==> src/rtl/perm_pkg.sv <==
package perm_pkg;
  typedef enum logic [1:0] {
    ACC_LOAD  = 2'd0,
    ACC_STORE = 2'd1,
    ACC_FETCH = 2'd2,
    ACC_RSVD  = 2'd3
  } access_e;

  typedef struct packed {
    logic r;
    logic w;
    logic x;
  } perm_t;

  localparam perm_t PERM_NONE = '{r: 1'b0, w: 1'b0, x: 1'b0};
  localparam perm_t PERM_RX   = '{r: 1'b1, w: 1'b0, x: 1'b1};
  localparam perm_t PERM_RWX  = '{r: 1'b1, w: 1'b1, x: 1'b1};
endpackage

==> src/rtl/key_prot_table.sv <==
module key_prot_table
  import perm_pkg::*;
(
  input  logic       key_i,
  input  logic [2:0] code_i,
  output perm_t      grant_o
);
  always_comb begin
    grant_o = PERM_NONE;
    if (!key_i) begin
      unique case (code_i)
        3'd0, 3'd1, 3'd2: grant_o = PERM_RWX;
        3'd3, 3'd6:       grant_o = PERM_RX;
        default:          grant_o = PERM_NONE;
      endcase
    end else begin
      unique case (code_i)
        3'd1, 3'd3: grant_o = PERM_RX;
        3'd2:       grant_o = PERM_RWX;
        default:    grant_o = PERM_NONE;
      endcase
    end
  end

  always_comb begin
    if (key_i && (code_i == 3'd0 || code_i == 3'd6))
      AST_KEY1_NO_GRANT: assert (grant_o == PERM_NONE);
    if (!key_i && code_i[2] && !code_i[1])
      AST_KEY0_HOLE_NO_GRANT: assert (grant_o == PERM_NONE);
  end
endmodule

==> src/rtl/amask_lookup.sv <==
module amask_lookup #(
  parameter int MASK_W = 64,
  localparam int KEYS  = MASK_W / 2,
  localparam int KEY_W = $clog2(KEYS)
) (
  input  logic [MASK_W-1:0] mask_i,
  input  logic [KEY_W-1:0]  key_i,
  output logic [1:0]        pair_o
);
  logic [1:0] pairs [KEYS];

  // key 0 owns the most significant pair
  for (genvar k = 0; k < KEYS; k++) begin : g_pair
    assign pairs[k] = mask_i[2*(KEYS-1-k) +: 2];
  end

  assign pair_o = pairs[key_i];

  always_comb begin
    if (mask_i == '0)
      AST_ZERO_MASK_NO_DENY: assert (pair_o == 2'b00);
  end
endmodule

==> src/rtl/fault_compose.sv <==
module fault_compose
  import perm_pkg::*;
(
  input  logic [1:0] access_i,
  input  perm_t      tbl_i,
  input  logic       nxg_i,
  input  perm_t      mask_i,
  input  perm_t      final_i,
  output logic       violation_o,
  output logic       flt_nx_o,
  output logic       flt_prot_o,
  output logic       flt_store_o,
  output logic       flt_amask_o
);
  always_comb begin
    violation_o = 1'b0;
    flt_nx_o    = 1'b0;
    flt_prot_o  = 1'b0;
    flt_store_o = 1'b0;
    flt_amask_o = 1'b0;
    unique case (access_e'(access_i))
      ACC_FETCH: begin
        violation_o = !final_i.x;
        flt_nx_o    = violation_o && nxg_i;
        flt_prot_o  = violation_o && !nxg_i && !tbl_i.x;
        flt_amask_o = violation_o && !mask_i.x;
      end
      ACC_STORE: begin
        violation_o = !final_i.w;
        flt_prot_o  = violation_o && !tbl_i.w;
        flt_store_o = violation_o;
        flt_amask_o = violation_o && !mask_i.w;
      end
      default: begin
        violation_o = !final_i.r;
        flt_prot_o  = violation_o && !tbl_i.r;
        flt_amask_o = violation_o && !mask_i.r;
      end
    endcase
  end

  always_comb begin
    if (flt_nx_o || flt_prot_o || flt_store_o || flt_amask_o)
      AST_FAULT_NEEDS_VIOL: assert (violation_o);
    if (flt_nx_o)
      AST_NX_OVER_PROT: assert (!flt_prot_o);
    if (flt_store_o)
      AST_STORE_FLAG_ONLY_STORE: assert (access_i == 2'd1);
  end
endmodule

==> src/rtl/perm_eval.sv <==
module perm_eval
  import perm_pkg::*;
#(
  parameter int MASK_W = 64,
  localparam int KEY_W = $clog2(MASK_W / 2)
) (
  input  logic              problem_state_i,
  input  logic              key_user_i,
  input  logic              key_super_i,
  input  logic              pp_hi_i,
  input  logic [1:0]        pp_lo_i,
  input  logic              noexec_i,
  input  logic              guard_i,
  input  logic [KEY_W-1:0]  skey_i,
  input  logic [MASK_W-1:0] amr_i,
  input  logic [MASK_W-1:0] iamr_i,
  input  logic              amask_en_i,
  input  logic [1:0]        mmu_ver_i,
  input  logic [1:0]        access_i,
  output logic              perm_r_o,
  output logic              perm_w_o,
  output logic              perm_x_o,
  output logic              violation_o,
  output logic              flt_nx_o,
  output logic              flt_prot_o,
  output logic              flt_store_o,
  output logic              flt_amask_o
);
  logic       eff_key;
  logic       nxg;
  logic       use_dmask, use_imask;
  logic [1:0] dpair, ipair;
  perm_t      tbl, mask_grant, final_grant;

  assign eff_key = problem_state_i ? key_user_i : key_super_i;
  assign nxg     = noexec_i | guard_i;

  key_prot_table u_table (
    .key_i   (eff_key),
    .code_i  ({pp_hi_i, pp_lo_i}),
    .grant_o (tbl)
  );

  amask_lookup #(.MASK_W(MASK_W)) u_dmask (
    .mask_i (amr_i),
    .key_i  (skey_i),
    .pair_o (dpair)
  );

  amask_lookup #(.MASK_W(MASK_W)) u_imask (
    .mask_i (iamr_i),
    .key_i  (skey_i),
    .pair_o (ipair)
  );

  assign use_dmask = amask_en_i;
  assign use_imask = amask_en_i && mmu_ver_i[1];

  assign mask_grant.r = !(use_dmask && dpair[0]);
  assign mask_grant.w = !(use_dmask && dpair[1]);
  assign mask_grant.x = !(use_imask && ipair[0]);

  assign final_grant.r = tbl.r & mask_grant.r;
  assign final_grant.w = tbl.w & mask_grant.w;
  assign final_grant.x = tbl.x & mask_grant.x & !nxg;

  assign perm_r_o = final_grant.r;
  assign perm_w_o = final_grant.w;
  assign perm_x_o = final_grant.x;

  fault_compose u_fault (
    .access_i    (access_i),
    .tbl_i       (tbl),
    .nxg_i       (nxg),
    .mask_i      (mask_grant),
    .final_i     (final_grant),
    .violation_o (violation_o),
    .flt_nx_o    (flt_nx_o),
    .flt_prot_o  (flt_prot_o),
    .flt_store_o (flt_store_o),
    .flt_amask_o (flt_amask_o)
  );

  always_comb begin
    if (noexec_i || guard_i)
      AST_NXG_NO_EXEC: assert (!perm_x_o);
    if (!amask_en_i)
      AST_MASK_OFF_NO_AMASK_FAULT: assert (!flt_amask_o);
    if (perm_w_o)
      AST_WRITE_NEEDS_TABLE: assert (tbl.w);
    if (access_i == 2'd2 && perm_x_o)
      AST_FETCH_OK_NO_VIOL: assert (!violation_o);
  end
endmodule

==> config.mk <==
export PLATFORM = sky130hd
export DESIGN_NAME = perm_eval
export DESIGN_NICKNAME = d
export VERILOG_FILES = /design/src/rtl/perm_pkg.sv /design/src/rtl/key_prot_table.sv /design/src/rtl/amask_lookup.sv /design/src/rtl/fault_compose.sv /design/src/rtl/perm_eval.sv
export SDC_FILE = /design/constraint.sdc
export NUM_CORES = 1
export LEC_CHECK = 0
export ABC_AREA = 1
export BUFFER_PORTS_ARGS = -buffer_cell sky130_fd_sc_hd__buf_2
export CAP_MARGIN = 20
export CORE_ASPECT_RATIO = 1.25
export CORE_MARGIN = 2
export CORE_UTILIZATION = 25
export DETAILED_ROUTE_END_ITERATION = 7
export GPL_TIMING_DRIVEN = 0
export RECOVER_POWER = 100
export SYNTH_ARGS = -nofsm -noshare
export SYNTH_HDL_FRONTEND = slang
export SYNTH_HIERARCHICAL = 1
export SYNTH_SLANG_ARGS = --single-unit
export TNS_END_PERCENT = 50
==> constraint.sdc <==
create_clock -name vclk -period 5.1
set_input_delay 1.275 -clock vclk [all_inputs]
set_output_delay 1.275 -clock vclk [all_outputs]
set_load 0.05 [all_outputs]
After elaboration in Yosys (flattened, before gate mapping)
Index checks and enable logic that the tools add are counted.
{ "totals": {"reg_bits": 0, "latch_bits": 0, "ramBits": 0, "romBits": 0, "in_bits": 146, "memories": 0} }
{ "op_classes": {"addsub": 0, "multipliers": 0, "div_mod_pow": 0, "magnitude_cmp": 1, "n_eq_ne": 6, "n_shift": 0, "mux": 15, "bitwise": 6, "reduce_logical": 26} }
{ "ops": {"columns": ["operator", "n"], "rows": [
  ["binary-select mux 2 bit (select 5 bit)", 2],
  ["logical AND 1 bit", 12],
  ["case mux 3 bit (2 select lines)", 2],
  ["logical NOT 1 bit", 10],
  ["equality test 3 x 2 -> 1 bit, second input constant", 2],
  [">= comparator 6 bit, second input constant", 1],
  ["NOT 5 -> 6 bit", 1],
  ["case mux 1 bit (2 select lines)", 3],
  ["2-to-1 mux 1 bit", 5],
  ["bitwise AND 1 bit", 4],
  ["2-to-1 mux 2 bit", 2],
  ["OR reduction 2 bit", 2],
  ["equality test 3 x 1 -> 1 bit, second input constant", 1],
  ["equality test 3 bit, second input constant", 1],
  ["logical NOT 3 bit", 1],
  ["2-to-1 mux 3 bit", 1],
  ["OR reduction 3 bit", 1],
  ["equality test 2 x 1 -> 1 bit, second input constant", 1],
  ["equality test 2 bit, second input constant", 1],
  ["OR 1 bit", 1]
]} }

Logic depth before layout (Yosys ltp)
Gate-level depths: netlist of the first run.
{ "logic_depth": {"word_depth": 12, "mapped_depth": 19} }

Hierarchy
The synthesis of the first run kept the hierarchy.
{ "modules_own_cells": {"columns": ["module", "instances", "cells_each", "area_per_inst_um2"], "rows": [
  ["amask_lookup", 2, 154, 749.5],
  ["fault_compose", 1, 35, 150.1],
  ["perm_eval", 1, 16, 70.1],
  ["key_prot_table", 1, 13, 55.1]
]} }

Least setup slack after synthesis of the first run
OpenSTA, ideal clock, no wires.
{ "synth_timing": {"kind": "input port to output port", "startpoint": "in skey_i[1]", "endpoint": "out violation_o", "arrival_time_ns": 3.404, "setup_slack_ns": 0.421, "cell_stages": 18, "path_cell_list": "buf_6 > inv_2 > buf_6 > nand3_1 > nand3_1 > nand2_1 > nand2_1 > nand2_1 > nand2_1 > nand2_1 > inv_1 > nor2_2 > nor2_1 > inv_1 > nand2_1 > nand2_1 > nand2_1 > o21ai_1"} }
{ "synth_between": {"elab_chain_len": 10, "elab_cells_between_ends": 21, "cone_classes": "mux: 7; bitwise: 5; reduce/logical: 9"} }
{ "synth_lines": {"columns": ["item", "line_no", "rtl"], "rows": [
  ["start: declaration", "perm_eval.sv:14", "input logic [KEY_W-1:0] skey_i,"],
  ["NOT 5 -> 6 bit (not written as such)", "amask_lookup.sv:17", "assign pair_o = pairs[key_i];"],
  ["binary-select mux 2 bit (select 5 bit)", "amask_lookup.sv:17", null],
  ["2-to-1 mux 1 bit (not written as such) (2 in series)", "amask_lookup.sv:17", null],
  ["named net ipair[0]", "perm_eval.sv:32", "logic [1:0] dpair, ipair;"],
  ["logical AND 1 bit", "perm_eval.sv:61", "assign mask_grant.x = !(use_imask && ipair[0]);"],
  ["logical NOT 1 bit", "perm_eval.sv:61", null],
  ["bitwise AND 1 bit (2 in series)", "perm_eval.sv:65", "assign final_grant.x = tbl.x & mask_grant.x & !nxg;"],
  ["named net perm_x_o", "perm_eval.sv:22", "output logic perm_x_o,"],
  ["logical NOT 1 bit", "fault_compose.sv:23", "violation_o = !final_i.x;"],
  ["case mux 1 bit (2 select lines)", "fault_compose.sv:21", "unique case (access_e'(access_i))"],
  ["end: declaration", "perm_eval.sv:23", "output logic violation_o,"]
]} }
The timed path passes the listed nets, and every way through them passes these cells. The select of a mux whose other input is x is not followed.

==> results of run 1 <==
-- cell type report --
class	count	area [sq um]	area share, %
Inverter	27	116	5.45
Multi-Input combinational cell	253	1110	51.9
Buffer	23	248	11.6
Timing Repair Buffer	118	581	27.2
Tap cell	66	82.6	3.87
-- layout by cell type (no fill, tap or decap), drive strengths merged --
cell type,instances
and2,2
nor2,10
a21oi,1
nand2,162
o21ai,2
clkbuf,8
ha,2
inv,27
nand3,74
buf,133
-- worst max-delay path by stage --
stage | start | end | slack [ps] | depth (start not counted)
6_report | skey_i[0] | flt_amask_o | 690 | 19
3_3_place_gp | skey_i[0] | flt_prot_o | 890 | 19
5_1_grt | skey_i[0] | flt_amask_o | 420 | 19
3_5_place_dp | skey_i[0] | flt_amask_o | 890 | 19
2_1_floorplan | skey_i[0] | violation_o | 460 | 19
4_1_cts | skey_i[0] | flt_amask_o | 880 | 19
-- power breakdown --
part	switching (uW)	total [uW]	internal, uW
clock network	0	0	0
registers	0	0	0
logic	108	193	84.9
-- tightest hold or removal path, cell delays in order --
cell,delay (ps)
buf_2,70
inv_1,40
nand3_1,60
nor2_1,70
clkbuf_1,290
-- stage by stage --
step	setup WS (ps)	power, uW
after floorplan	457	126
after global placement	895	195
after detailed placement	885	196
after CTS	879	197
after global routing	418	219
final	694	193
-- layer usage --
metal,routed length (um),vias to the layer above
met5,0,-
met4,34,0
met3,327,4
met2,2410,77
met1,2250,920
li1,-,1180
==> impl_metrics.toml, run 1 <==
[sta]
relSlewSlack_pct = 60.1
setup_viol = 0
fin_crit_sh_pct = 86.4
rsz0062_at_grt = "false"
whs_ps = 3080
max_freq_mhz = 227
hold_viol = 0
drv_slew = 0
worstMarginPinSlew_ps = 601
min_period_ps = 4410
tns_ps = 0

[global_route]
grt_max_degree = 11
use_met3_pct = 0.785
use_met2_pct = 27.7
busiest_layer = "met2"
use_met1_pct = 20.4
grt_pass1_vias = 2106
grt-ovfl-total = 0
antenna_found_initial = 0
grt_pass1_wl_mm = 8.52
grt_use_total_pct = 15.3

[worst_setup_path]
cp.buffers_inverters = 4
worstPathCellList = "buf_6 -> inv_8 -> buf_12 -> nand2_2 -> nand3_1 -> nand3_1 -> nand2_1 -> nand2_1 -> nand2_1 -> nand2_1 -> nand2_1 -> nand2_1 -> and2_1 -> nor2_1 -> nand2_1 -> nand2_1 -> nand2_1 -> nand2_1 -> clkbuf_1"
cp.arrival_ps = 3130
cp_max_fo = 10
required_ps = 3830
path_common_cell = "nand2_1"
crit_slowest_cell = "clkbuf_1"
cp-end-kind = "primary output"
max_stage_delay_ps = 460
cp-start-kind = "input pin"
cp_top_family = "simple AND/OR/NAND/NOR gates"
worstSetupPathType = "input pin to primary output"

[layout]
nets = 571
fin_util_pct = 37.2
area_growth_syn_to_layout_pct = 45.0
n_sequential_cell = 0
n_fill_cell = 673
layoutNonFillerInstCount = 487
stdcell_area_sq_um = 2140
drive_gt1_share_pct = 36.6
final.clkbuf_count = 0
ff_latch_area_sq_um = 0
antenna_cells = 0

[drt]
vias_per_cell = 4.48
drc = 0
routedWlPerCell_um = 10.3
routed_wl_mm = 5.02
vias = 2181
drtIter0Drc = 56
dr.pass1.iters = 4
antenna_left = 0

[logic_synthesis]
syn_inst = 303
syn_nets = 451
syn_avg_cell_area_sq_um = 4.86
synth_area_sq_um = 1470
synth_warnings = 6

[floorplan]
core_area_sq_um = 5740
die_area_sq_um = 6520
dieWidth_um = 72.6
pin_count = 154
start_util_pct = 25.7
die-height_um = 89.8
row_count = 31

[place]
dpl_cell_area_sq_um = 2150
routabilityCongestion = 0.799
placedCellCount = 487
portBuffers = 118
post-dp-hpwl_mm = 4.43

[clocking]
post_cts_resized = 0
postCtsSetupBuffers = 0
cts_hold_buffers = 0

[power_and_ir_drop]
ir_drop_uv = 28.3
power.density_nw_per_um2 = 90.4
leakage_uw = 0.00133

[worst_hold_path]
hold_path.class = "input pin to primary output"
hp-start = "guard_i"
whs_endpoint = "perm_x_o"
hold_path_depth = 5

[run_status]
status = "complete, no violations"

[job]
max-cap-violations = 0
No activity file was read; power rests on OpenSTA's default activity.
==> inputs of run 2 (changes only) <==
- BUFFER_PORTS_ARGS: -buffer_cell sky130_fd_sc_hd__buf_2 -> not set
- CAP_MARGIN: 20 -> not set
- DONT_BUFFER_PORTS: not set -> 1
- MAX_ROUTING_LAYER: not set -> met4
==> impl_metrics.toml, run 2 (synthesis gave the netlist of run 1 again) <==
[floorplan]
dieWidth_um = 72.6
core_area_sq_um = 5740
die_area_sq_um = 6520
pin_count = 154
die-height_um = 89.8
start_util_pct = 25.7
row_count = 31

[worst_hold_path]
hold_path.class = "input pin to primary output"

[job]
max-cap-violations = 0

[drt]
vias_per_cell = 4.88
vias = 1800
drc = 0
routed_wl_mm = 4.73
dr.pass1.iters = 4
antenna_left = 0
routedWlPerCell_um = 12.8
drtIter0Drc = 87

[sta]
rsz0062_at_grt = "false"
tns_ps = 0
relSlewSlack_pct = 31.5
worstMarginPinSlew_ps = 1020
max_freq_mhz = 206
fin_crit_sh_pct = 95.1
hold_viol = 0
min_period_ps = 4850
drv_slew = 0
setup_viol = 0

[place]
routabilityCongestion = 0.803
post-dp-hpwl_mm = 4.16
placedCellCount = 369
portBuffers = 0

[worst_setup_path]
crit_slowest_cell = "nor2_1"
cp-start-kind = "input pin"
path_common_cell = "nand2_1"
worstSetupPathType = "input pin to primary output"
cp-end-kind = "primary output"
cp.arrival_ps = 3570
max_stage_delay_ps = 780
worstPathCellList = "buf_6 -> inv_8 -> buf_6 -> nand2_1 -> nand3_1 -> nand3_1 -> nand2_1 -> nand2_1 -> nand2_1 -> nand2_1 -> nand2_1 -> inv_1 -> nor2_1 -> nor2_1 -> inv_1 -> nand2_1 -> nand2_1 -> nand2_1 -> o21ai_1"
required_ps = 3830
cp_max_fo = 5

[run_status]
status = "complete, no violations"

[global_route]
grt_pass1_wl_mm = 7.51
grt_pass1_vias = 1769
antenna_found_initial = 0
grt_max_degree = 11
grt-ovfl-total = 0
grt_use_total_pct = 14.2

[layout]
ff_latch_area_sq_um = 0
final.clkbuf_count = 0
layoutNonFillerInstCount = 369
final_cell_mix = "nand2_1 (147), nand3_1 (74), inv_1 (22), buf_6 (16), nand2_2 (15)"
final_common_cell = "nand2_1"
antenna_cells = 0
area_growth_syn_to_layout_pct = 5.44
n_sequential_cell = 0
nets = 453
drive_gt1_share_pct = 14.2

[power_and_ir_drop]
ir_drop_uv = 23.1
power.density_nw_per_um2 = 94.6
leakage_uw = 0.000882

[clocking]
post_cts_resized = 0
postCtsSetupBuffers = 0
cts_hold_buffers = 0
## run 2: metrics by stage
stage                     setup slack [ps]  util (%)  cell area [sq um]  hold slack [ps]  total power [uW]
after global placement                 240      27.1               1560             2870               147
after CTS                              225      27.1               1560             2880               149
after global routing                  3.86      27.0               1550             2910               167
final                                  251      27.0               1550             2870               147
after detailed placement               226      27.1               1560             2880               149
after floorplan                        457         -               1470             2840               126
## run 2: power by group
part	internal (uW)	switching, uW
logic	54.0	92.9
clock network	0	0
registers	0	0
## run 2: layer usage
layer	part of all wire [%]	track usage, %	routed length (um)	vias to the layer above
met2	50	25.7	2360	81
li1	-	-	-	942
met1	43	17.5	2040	775
met3	6.7	0.785	318	2
met5	0	-	0	-
met4	0.25	1.54	12	0
## run 2: area by class of cell
class	instances	area [sq um]
fillers	667	4190
plain buffers	23	248
inverters	27	116
well taps	66	82.6
multi-input cells	253	1110
## run 2: worst paths after layout
check,from,endpoint,slack (ps),cells past startpoint
max,skey_i[0],violation_o,250,19
min,guard_i,perm_x_o,2870,3
## run 2: worst max-delay path, delay by kind of cell
kind                   cells  cell delay [ps]
AND/OR/NAND/NOR           13             1530
buffers and inverters      5              430
AO/OA/AOI/OAI              1              330
==> inputs of run 3 (changes only) <==
- clock period: 5.1 -> 5.3 ns (I/O delays scaled with it)
==> impl_metrics.toml, run 3 (synthesis gave the netlist of run 1 again) <==
[worst_setup_path]
cp.depth = 19
cp.buffers_inverters = 5
max_stage_delay_ps = 780
cp-end-kind = "primary output"
path_common_cell = "nand2_1"
crit_slowest_cell = "nor2_1"
cp-start-kind = "input pin"
cp_max_fo = 5
required_ps = 3970
cp_top_family = "simple AND/OR/NAND/NOR gates"
crit_start = "skey_i[0]"
worstSetupPathType = "input pin to primary output"
worstPathCellList = "buf_6 -> inv_8 -> buf_6 -> nand2_1 -> nand3_1 -> nand3_1 -> nand2_1 -> nand2_1 -> nand2_1 -> nand2_1 -> nand2_1 -> inv_1 -> nor2_1 -> nor2_1 -> inv_1 -> nand2_1 -> nand2_1 -> nand2_1 -> o21ai_1"
cp.arrival_ps = 3620

[layout]
n_sequential_cell = 0
nets = 453
antenna_cells = 0
final.clkbuf_count = 0
drive_gt1_share_pct = 13.9
n_fill_cell = 668
final_cell_mix = "nand2_1 (148), nand3_1 (74), inv_1 (22), buf_6 (16), nand2_2 (14)"
ff_latch_area_sq_um = 0
final_common_cell = "nand2_1"
fin_util_pct = 27.0
multi_input_area_sq_um = 1100
area_growth_syn_to_layout_pct = 5.27

[sta]
rsz0062_at_grt = "false"
relSlewSlack_pct = 31.5
worstMarginPinSlew_ps = 1020
setup_viol = 0
fin_crit_sh_pct = 93.4
drv_slew = 0
max_freq_mhz = 202
tns_ps = 0
hold_viol = 0
min_period_ps = 4950

[clocking]
post_cts_resized = 0
cts_hold_buffers = 0
postCtsSetupBuffers = 0

[job]
max-cap-violations = 0

[worst_hold_path]
hold_path_depth = 3
hp-start = "guard_i"
hold_path.class = "input pin to primary output"

[power_and_ir_drop]
ir_drop_uv = 22.3
leakage_uw = 0.000882
power.density_nw_per_um2 = 91.1

[floorplan]
die-height_um = 89.8
dieWidth_um = 72.6
row_count = 31
start_util_pct = 25.7
core_area_sq_um = 5740
pin_count = 154
die_area_sq_um = 6520

[drt]
vias_per_cell = 4.88
drtIter0Drc = 87
routed_wl_mm = 4.72
antenna_left = 0
vias = 1799
dr.pass1.iters = 4
drc = 0
routedWlPerCell_um = 12.8

[place]
portBuffers = 0
routabilityCongestion = 0.803
post-dp-hpwl_mm = 4.16

[global_route]
antenna_found_initial = 0
grt_use_total_pct = 14.2
grt_pass1_vias = 1769
grt_pass1_wl_mm = 7.51
grt-ovfl-total = 0
grt_max_degree = 11

[run_status]
status = "complete, no violations"
==> run 3: worst paths after layout <==
kind           to  slack (ps)
max   violation_o         350
min      perm_x_o        2970
==> run 3: cell type report <==
cell class | instances | area share (%)
inverters | 27 | 7.51
plain buffers | 23 | 16.0
multi-input cells | 253 | 71.2
well taps | 66 | 5.33
==> run 3: power breakdown <==
group / switching [uW] / internal, uW / total (uW)
Combinational: 89.4 / 51.9 / 141
Clock: 0 / 0 / 0
Sequential: 0 / 0 / 0
==> run 3: metrics by stage <==
step / instances / setup slack, ps / cell area (sq um) / hold WS [ps] / total power, uW
after global placement: 369 / 340 / 1560 / 2970 / 142
final: 369 / 351 / 1550 / 2970 / 141
after detailed placement: 369 / 326 / 1560 / 2980 / 143
after global routing: 369 / 89.2 / 1550 / 3010 / 160
after CTS: 369 / 325 / 1560 / 2980 / 143
after floorplan: 303 / 557 / 1470 / 2940 / 121
==> run 3: tightest hold or removal path: stages <==
cell	delay, ps
inv_1	30
nand3_1	60
nor2_1	220
==> run 3: per-layer routing <==
layer	vias up	track usage, %	wire length (um)
met5	-	-	0
met4	0	1.54	12
met3	2	0.785	318
met2	81	25.7	2360
met1	774	17.5	2030
li1	942	-	-
